--- src/rtl/sup_pkg.sv ---
package sup_pkg;
  typedef enum logic [1:0] {
    WD_SEL_LONG  = 2'b00,
    WD_SEL_MID   = 2'b01,
    WD_SEL_SHORT = 2'b10,
    WD_SEL_OFF   = 2'b11
  } wd_sel_e;
endpackage

--- src/rtl/sup_start_det.sv ---
module sup_start_det #(
  parameter int STAGES = 2
) (
  input  logic clk,
  input  logic rst_n,
  input  logic scl_raw,
  input  logic sda_raw,
  output logic start_pulse
);
  localparam int LINES = 2;

  logic [LINES-1:0] raw_lines;
  logic [LINES-1:0] synced;
  logic             sda_prev_q;

  assign raw_lines = {scl_raw, sda_raw};

  // one synchronizer chain per bus line, idle level high
  for (genvar g = 0; g < LINES; g++) begin : g_sync
    logic [STAGES-1:0] chain_q;
    always_ff @(posedge clk or negedge rst_n) begin
      if (!rst_n) chain_q <= '1;
      else        chain_q <= {chain_q[STAGES-2:0], raw_lines[g]};
    end
    assign synced[g] = chain_q[STAGES-1];
  end

  always_ff @(posedge clk or negedge rst_n) begin
    if (!rst_n) sda_prev_q <= 1'b1;
    else        sda_prev_q <= synced[0];
  end

  assign start_pulse = synced[1] & sda_prev_q & ~synced[0];

  AST_START_SINGLE: assert property (@(posedge clk) disable iff (!rst_n)
    start_pulse |=> !start_pulse);
endmodule

--- src/rtl/sup_por_timer.sv ---
module sup_por_timer #(
  parameter int POR_TICKS = 200
) (
  input  logic clk,
  input  logic rst_n,
  input  logic tick,
  input  logic vcc_ok,
  output logic por_active
);
  localparam int PW = $clog2(POR_TICKS + 1);
  localparam logic [PW-1:0] POR_DONE = PW'(POR_TICKS);

  logic [PW-1:0] cnt_q, cnt_d;

  always_comb begin
    cnt_d = cnt_q;
    if (!vcc_ok)                        cnt_d = '0;
    else if (tick && cnt_q != POR_DONE) cnt_d = cnt_q + 1'b1;
  end

  always_ff @(posedge clk or negedge rst_n) begin
    if (!rst_n) cnt_q <= '0;
    else        cnt_q <= cnt_d;
  end

  assign por_active = (cnt_q != POR_DONE);

  AST_POR_DROP: assert property (@(posedge clk) disable iff (!rst_n)
    !vcc_ok |=> por_active);
  AST_POR_RELEASE: assert property (@(posedge clk) disable iff (!rst_n)
    $fell(por_active) |-> ($past(tick) && $past(vcc_ok)));
endmodule

--- src/rtl/sup_watchdog.sv ---
module sup_watchdog
  import sup_pkg::*;
#(
  parameter int LONG_TICKS  = 1400,
  parameter int MID_TICKS   = 600,
  parameter int SHORT_TICKS = 200,
  parameter int RST_TICKS   = 250
) (
  input  logic    clk,
  input  logic    rst_n,
  input  logic    tick,
  input  logic    kick,
  input  logic    hold,
  input  wd_sel_e sel,
  output logic    fire
);
  localparam int WD_MAX = (LONG_TICKS > MID_TICKS)
                        ? ((LONG_TICKS > SHORT_TICKS) ? LONG_TICKS : SHORT_TICKS)
                        : ((MID_TICKS > SHORT_TICKS) ? MID_TICKS : SHORT_TICKS);
  localparam int CW  = $clog2(WD_MAX + 1);
  localparam int RCW = $clog2(RST_TICKS + 1);
  localparam logic [CW-1:0]  LIM_LONG  = CW'(LONG_TICKS - 1);
  localparam logic [CW-1:0]  LIM_MID   = CW'(MID_TICKS - 1);
  localparam logic [CW-1:0]  LIM_SHORT = CW'(SHORT_TICKS - 1);
  localparam logic [RCW-1:0] RST_LAST  = RCW'(RST_TICKS - 1);

  wd_sel_e        sel_q;
  logic [CW-1:0]  cnt_q, cnt_d, lim_m1;
  logic [RCW-1:0] rcnt_q, rcnt_d;
  logic           fire_q, fire_d;
  logic           clr, expire;

  always_comb begin
    case (sel)
      WD_SEL_LONG:  lim_m1 = LIM_LONG;
      WD_SEL_MID:   lim_m1 = LIM_MID;
      WD_SEL_SHORT: lim_m1 = LIM_SHORT;
      default:      lim_m1 = '0;
    endcase
  end

  // count held clear during any reset, when off, on start or select change
  assign clr    = hold | fire_q | (sel == WD_SEL_OFF) | kick | (sel != sel_q);
  assign expire = tick & ~clr & (cnt_q == lim_m1);

  always_comb begin
    cnt_d = cnt_q;
    if (clr || expire) cnt_d = '0;
    else if (tick)     cnt_d = cnt_q + 1'b1;
  end

  always_comb begin
    fire_d = fire_q;
    rcnt_d = rcnt_q;
    if (hold) begin
      fire_d = 1'b0;
      rcnt_d = '0;
    end else if (fire_q) begin
      if (tick) begin
        if (rcnt_q == RST_LAST) begin
          fire_d = 1'b0;
          rcnt_d = '0;
        end else begin
          rcnt_d = rcnt_q + 1'b1;
        end
      end
    end else if (expire) begin
      fire_d = 1'b1;
    end
  end

  always_ff @(posedge clk or negedge rst_n) begin
    if (!rst_n) begin
      sel_q  <= WD_SEL_OFF;
      cnt_q  <= '0;
      rcnt_q <= '0;
      fire_q <= 1'b0;
    end else begin
      sel_q  <= sel;
      cnt_q  <= cnt_d;
      rcnt_q <= rcnt_d;
      fire_q <= fire_d;
    end
  end

  assign fire = fire_q;

  AST_OFF_QUIET: assert property (@(posedge clk) disable iff (!rst_n)
    (sel == WD_SEL_OFF && !fire_q) |=> !fire_q);
  AST_KICK_BLOCKS: assert property (@(posedge clk) disable iff (!rst_n)
    kick |=> !$rose(fire_q));
  AST_FIRE_END_TICK: assert property (@(posedge clk) disable iff (!rst_n)
    ($fell(fire_q) && !$past(hold)) |-> $past(tick));
  AST_SEL_RESTART: assert property (@(posedge clk) disable iff (!rst_n)
    (sel != sel_q) |=> !$rose(fire_q));
endmodule

--- src/rtl/supv_reset_ctrl.sv ---
module supv_reset_ctrl
  import sup_pkg::*;
#(
  parameter int POR_TICKS   = 200,
  parameter int RST_TICKS   = 250,
  parameter int LONG_TICKS  = 1400,
  parameter int MID_TICKS   = 600,
  parameter int SHORT_TICKS = 200,
  parameter int SYNC_STAGES = 2
) (
  input  logic       clk,
  input  logic       rst_n,
  input  logic       tick,
  input  logic       vcc_ok,
  input  logic       v2_ok,
  input  logic       scl_raw,
  input  logic       sda_raw,
  input  logic [1:0] wd_sel,
  output logic       reset_n,
  output logic       v2fail_n,
  output logic       bus_inhibit
);
  logic por_active;
  logic wd_fire;
  logic start_pulse;
  logic sys_rst_q, sys_rst_d;

  sup_start_det #(.STAGES(SYNC_STAGES)) u_start (
    .clk         (clk),
    .rst_n       (rst_n),
    .scl_raw     (scl_raw),
    .sda_raw     (sda_raw),
    .start_pulse (start_pulse)
  );

  sup_por_timer #(.POR_TICKS(POR_TICKS)) u_por (
    .clk        (clk),
    .rst_n      (rst_n),
    .tick       (tick),
    .vcc_ok     (vcc_ok),
    .por_active (por_active)
  );

  sup_watchdog #(
    .LONG_TICKS  (LONG_TICKS),
    .MID_TICKS   (MID_TICKS),
    .SHORT_TICKS (SHORT_TICKS),
    .RST_TICKS   (RST_TICKS)
  ) u_wd (
    .clk   (clk),
    .rst_n (rst_n),
    .tick  (tick),
    .kick  (start_pulse),
    .hold  (por_active),
    .sel   (wd_sel_e'(wd_sel)),
    .fire  (wd_fire)
  );

  assign sys_rst_d = por_active | wd_fire;

  always_ff @(posedge clk or negedge rst_n) begin
    if (!rst_n) sys_rst_q <= 1'b1;
    else        sys_rst_q <= sys_rst_d;
  end

  assign reset_n     = ~sys_rst_q;
  // raised one cycle ahead of reset_n so no transfer starts at the edge
  assign bus_inhibit = sys_rst_q | sys_rst_d;
  assign v2fail_n    = v2_ok;

  AST_POR_RESETS: assert property (@(posedge clk) disable iff (!rst_n)
    por_active |=> !reset_n);
  AST_FIRE_RESETS: assert property (@(posedge clk) disable iff (!rst_n)
    wd_fire |=> !reset_n);
  AST_INHIBIT_COVERS: assert property (@(posedge clk) disable iff (!rst_n)
    !reset_n |-> bus_inhibit);
endmodule

--- config.mk ---
export PLATFORM = sky130hd
export DESIGN_NAME = supv_reset_ctrl
export DESIGN_NICKNAME = d
export VERILOG_FILES = /design/src/rtl/sup_pkg.sv /design/src/rtl/sup_start_det.sv /design/src/rtl/sup_por_timer.sv /design/src/rtl/sup_watchdog.sv /design/src/rtl/supv_reset_ctrl.sv
export SDC_FILE = /design/constraint.sdc
export NUM_CORES = 1
export LEC_CHECK = 0
export BUFFER_PORTS_ARGS = -buffer_cell sky130_fd_sc_hd__buf_2
export CELL_PAD_IN_SITES_DETAIL_PLACEMENT = 2
export CELL_PAD_IN_SITES_GLOBAL_PLACEMENT = 2
export CORE_ASPECT_RATIO = 1.2
export CORE_UTILIZATION = 35
export DETAILED_ROUTE_END_ITERATION = 7
export PLACE_DENSITY_LB_ADDON = 0.1
export SYNTH_ARGS = -nofsm -noshare
export SYNTH_HDL_FRONTEND = slang
export SYNTH_HIERARCHICAL = 1
export SYNTH_SLANG_ARGS = --single-unit
--- constraint.sdc ---
create_clock -name clk -period 1.8 [get_ports clk]
set_input_delay 0.27 -clock clk [delete_from_list [all_inputs] [get_ports clk]]
set_output_delay 0.27 -clock clk [all_outputs]
set_load 0.01 [all_outputs]
==> impl_metrics.toml <==
[floorplan]
fp.dieW_um = 68.1
initial_core_util_pct = 36.9
fp.dieH_um = 81.3
rows = 28
core_um2 = 4970
dieArea_um2 = 5540
io_pins = 12

[logic_synthesis]
ys_seq_elements = 36
avgSynthCellArea_um2 = 10.1
ys_async_sr_fraction_pct = 100
synth_top_area_share_pct = 38.2
ys_seq_area_share_pct = 49.6
yosysMostFrequentCell = "dfrtp_1"
synth.area.mux_share_pct = 1.64
syn_nets = 196
synthTopCellsByArea = "dfrtp_1, dfstp_2, nor2_1, xor2_1, nand2_1"
synth-edff-count = 0
yosys_warnings = 6
synth_fa_ha_area_share_pct = 3.41
synth_top_area_cell = "dfrtp_1"
syn_area_um2 = 1840
synth_compound_area_share_pct = 10.6
synthTopCellsByCount = "dfrtp_1, nor2_1, nand2_1"
ys_types = 43
synth_xor_area_share_pct = 8.59
syn_inst = 182
synth_top_family_by_area = "simple AND/OR/NAND/NOR gates"
synth_top_flop_cell = "dfrtp_1"
yosys.area_share.simple_pct = 23.0

[layout]
nets = 232
diodes = 0
areaGrowthSynthToFinish_pct = 29.2
postLayoutCoreUtil_pct = 47.7
stdcell_count = 279
drive_gt1_share_pct = 35.2
ff_latch_area_um2 = 911
multi_input_area_um2 = 1010
fill_cells = 535

[place]
place_inst = 263
dpl.hpwl_mm = 3.60
place_congestion = 0.728
io_buffers = 9

[clocking]
cts_made_buffers = 5
clk-insertion-delay-late_ns = 0.29
clock_sinks = 36
cts_root_buf = "clkbuf_8"
ctsHtreeMaxLevel = 2
cts_tree = "done"
cts_max_path_buffers = 2
path_clk_slew_ns = 0.07

[sta]
hold_viol = 0
tns_ns = -1.36
drv_slew = 0
worst_pin_slew_ns = 0.477
layout_setup_ws_ns = -0.156
max_slew_margin_pct = 68.2
finalCriticalPeriod_ns = 1.96
max_freq_mhz = 511
rsz0062_at_grt = "yes"
fin_crit_sh_pct = 109
setup-violations-final = 18
clock_skew_ns = 0.00681

[setup_path]
r2r_start = "u_por/cnt_q[0]"
ff2ff_path_depth = 10
cp-end-kind = "output port"
endpoint = "bus_inhibit"
crit_fanout = 2
critical_path_class = "reg2out"
r2r_slack_ns = -0.12
r2r-end = "u_wd/fire"
cp.arrival_ns = 1.69
critical_path.max_stage_delay_ns = 0.40
crit_chain = "inv_2, ha_4, and4b_2, nand3_4, or3_4, buf_6"
slowest_stage = "dfrtp_1"
crit_path_start_kind = "flip-flop"
startpoint = "u_por/cnt_q[0]"
required_ns = 1.53

[power]
ir_worst_vdd_mv = 0.411
p_leak_nw = 0.994
power_density_nw_per_um2 = 642

[grt]
antenna_found_initial = 0
grt_pass1_vias = 1671
grt_max_degree = 21
grt_pass1_wl_mm = 8.27
grt.overflow.total = 0
track_usage_pct = 21.1

[detailed_routing]
drc = 0
first_pass_iters = 4
vias_per_cell = 5.30
drt_iter0_drc = 44
antenna_left = 0
drt_wl_total_mm = 5.11
avgRoutedWirePerCell_um = 18.3
dr_total_vias = 1478

[run_status]
status = "complete, but fails checks"
violations = "setup timing"

[job]
drv_cap = 0

[min_path]
min_path_type = "in2reg"
[sequential cells by signal, summed over array words and instances (netlist names)]
register                cells
sys_rst_q                   1
u_por/cnt_q                 8
u_start/g_sync.chain_q      4
u_start/sda_prev_q          1
u_wd/cnt_q                 11
u_wd/fire                   1
u_wd/rcnt_q                 8
u_wd/sel_q                  2
[routing by layer]
metal / vias up / routed length [um] / GRT usage (%)
li1: 700 / - / -
met1: 745 / 2150 / 24.0
met2: 23 / 2710 / 36.5
met3: 10 / 123 / 5.34
met4: 0 / 125 / 8.75
met5: - / 0 / 0
[area by class of cell]
cell class | count | share of cell area, %
Timing Repair Buffer | 32 | 11.1
Clock inverter | 1 | 0.211
Tap cell | 60 | 3.17
Inverter | 7 | 1.11
Sequential cell | 36 | 38.4
Clock buffer | 7 | 3.22
Multi-Input combinational cell | 136 | 42.8
[cells in the final DEF (no fill, tap or decap), types with 5 or more instances in the layout]
cell      instances
a21oi_1           5
buf_2             8
buf_4            17
clkbuf_8          5
dfrtp_1          28
dfstp_2           8
inv_1             5
nand2_1          20
nand3_1           5
nand4_1           5
nor2_1           17
nor2_2            6
xnor2_1           8
xor2_1           10
[worst min path at each step]
stage                  from                      endpoint  slack (ns)  cells past startpoint
global route        scl_raw  u_start/g_sync[1].chain_q[0]        0.06                      1
detailed placement    rst_n                u_wd/rcnt_q[1]        0.24                      1
floorplan             rst_n                u_por/cnt_q[0]       -0.03                      0
CTS                 scl_raw  u_start/g_sync[1].chain_q[0]        0.06                      1
finish              scl_raw  u_start/g_sync[1].chain_q[0]        0.07                      1
global placement      rst_n                u_wd/rcnt_q[0]        0.23                      1
[metrics by stage]
| stage | setup slack (ns) | hold WS [ns] | total power, mW | cell area, um2 |
|---|---|---|---|---|
| after global routing | -0.212 | 0.0628 | 1.58 | 2370 |
| after global placement | -0.0338 | 0.229 | 0.950 | 2070 |
| after detailed placement | -0.162 | 0.237 | 0.958 | 2070 |
| after CTS | -0.245 | 0.0637 | 1.54 | 2270 |
| after floorplan | -0.0130 | -0.0256 | 0.893 | 1840 |
| final | -0.156 | 0.0745 | 1.52 | 2370 |
[cell families after synthesis]
logic type / after synthesis
adder cells (fa/ha/maj): 5
AO/OA/AOI/OAI: 27
AND/OR/NAND/NOR: 82
XOR/XNOR: 18
buffers and inverters: 11
multiplexers: 3
flip-flops: 36
[worst max-delay path: cells and delay by family, from the launching register on]
kind	cells	cell delay, ns
adders and majority gates	1	0.11
and+or+nand+nor	3	0.67
DFF	1	0.40
buffers and inverters	2	0.21
[power breakdown]
group          switching [mW]  total (mW)  internal, mW
Sequential            0.00702       0.834         0.827
Clock                   0.289       0.561         0.272
Combinational          0.0697       0.126        0.0567
Total                   0.366        1.52          1.16
[timing repair]
| action | in CTS | in global routing |
|---|---|---|
| buffers inserted | 4 | 2 |
| resized for setup | 15 | 21 |
| gates cloned | 1 | 0 |
| setup endpoints to repair | 17 | 20 |
| hold buffers | 1 | 0 |
| endpoints found under the hold margin | 14 | 0 |
| pin swaps | 4 | 14 |
(Power assumes the default switching activity.)
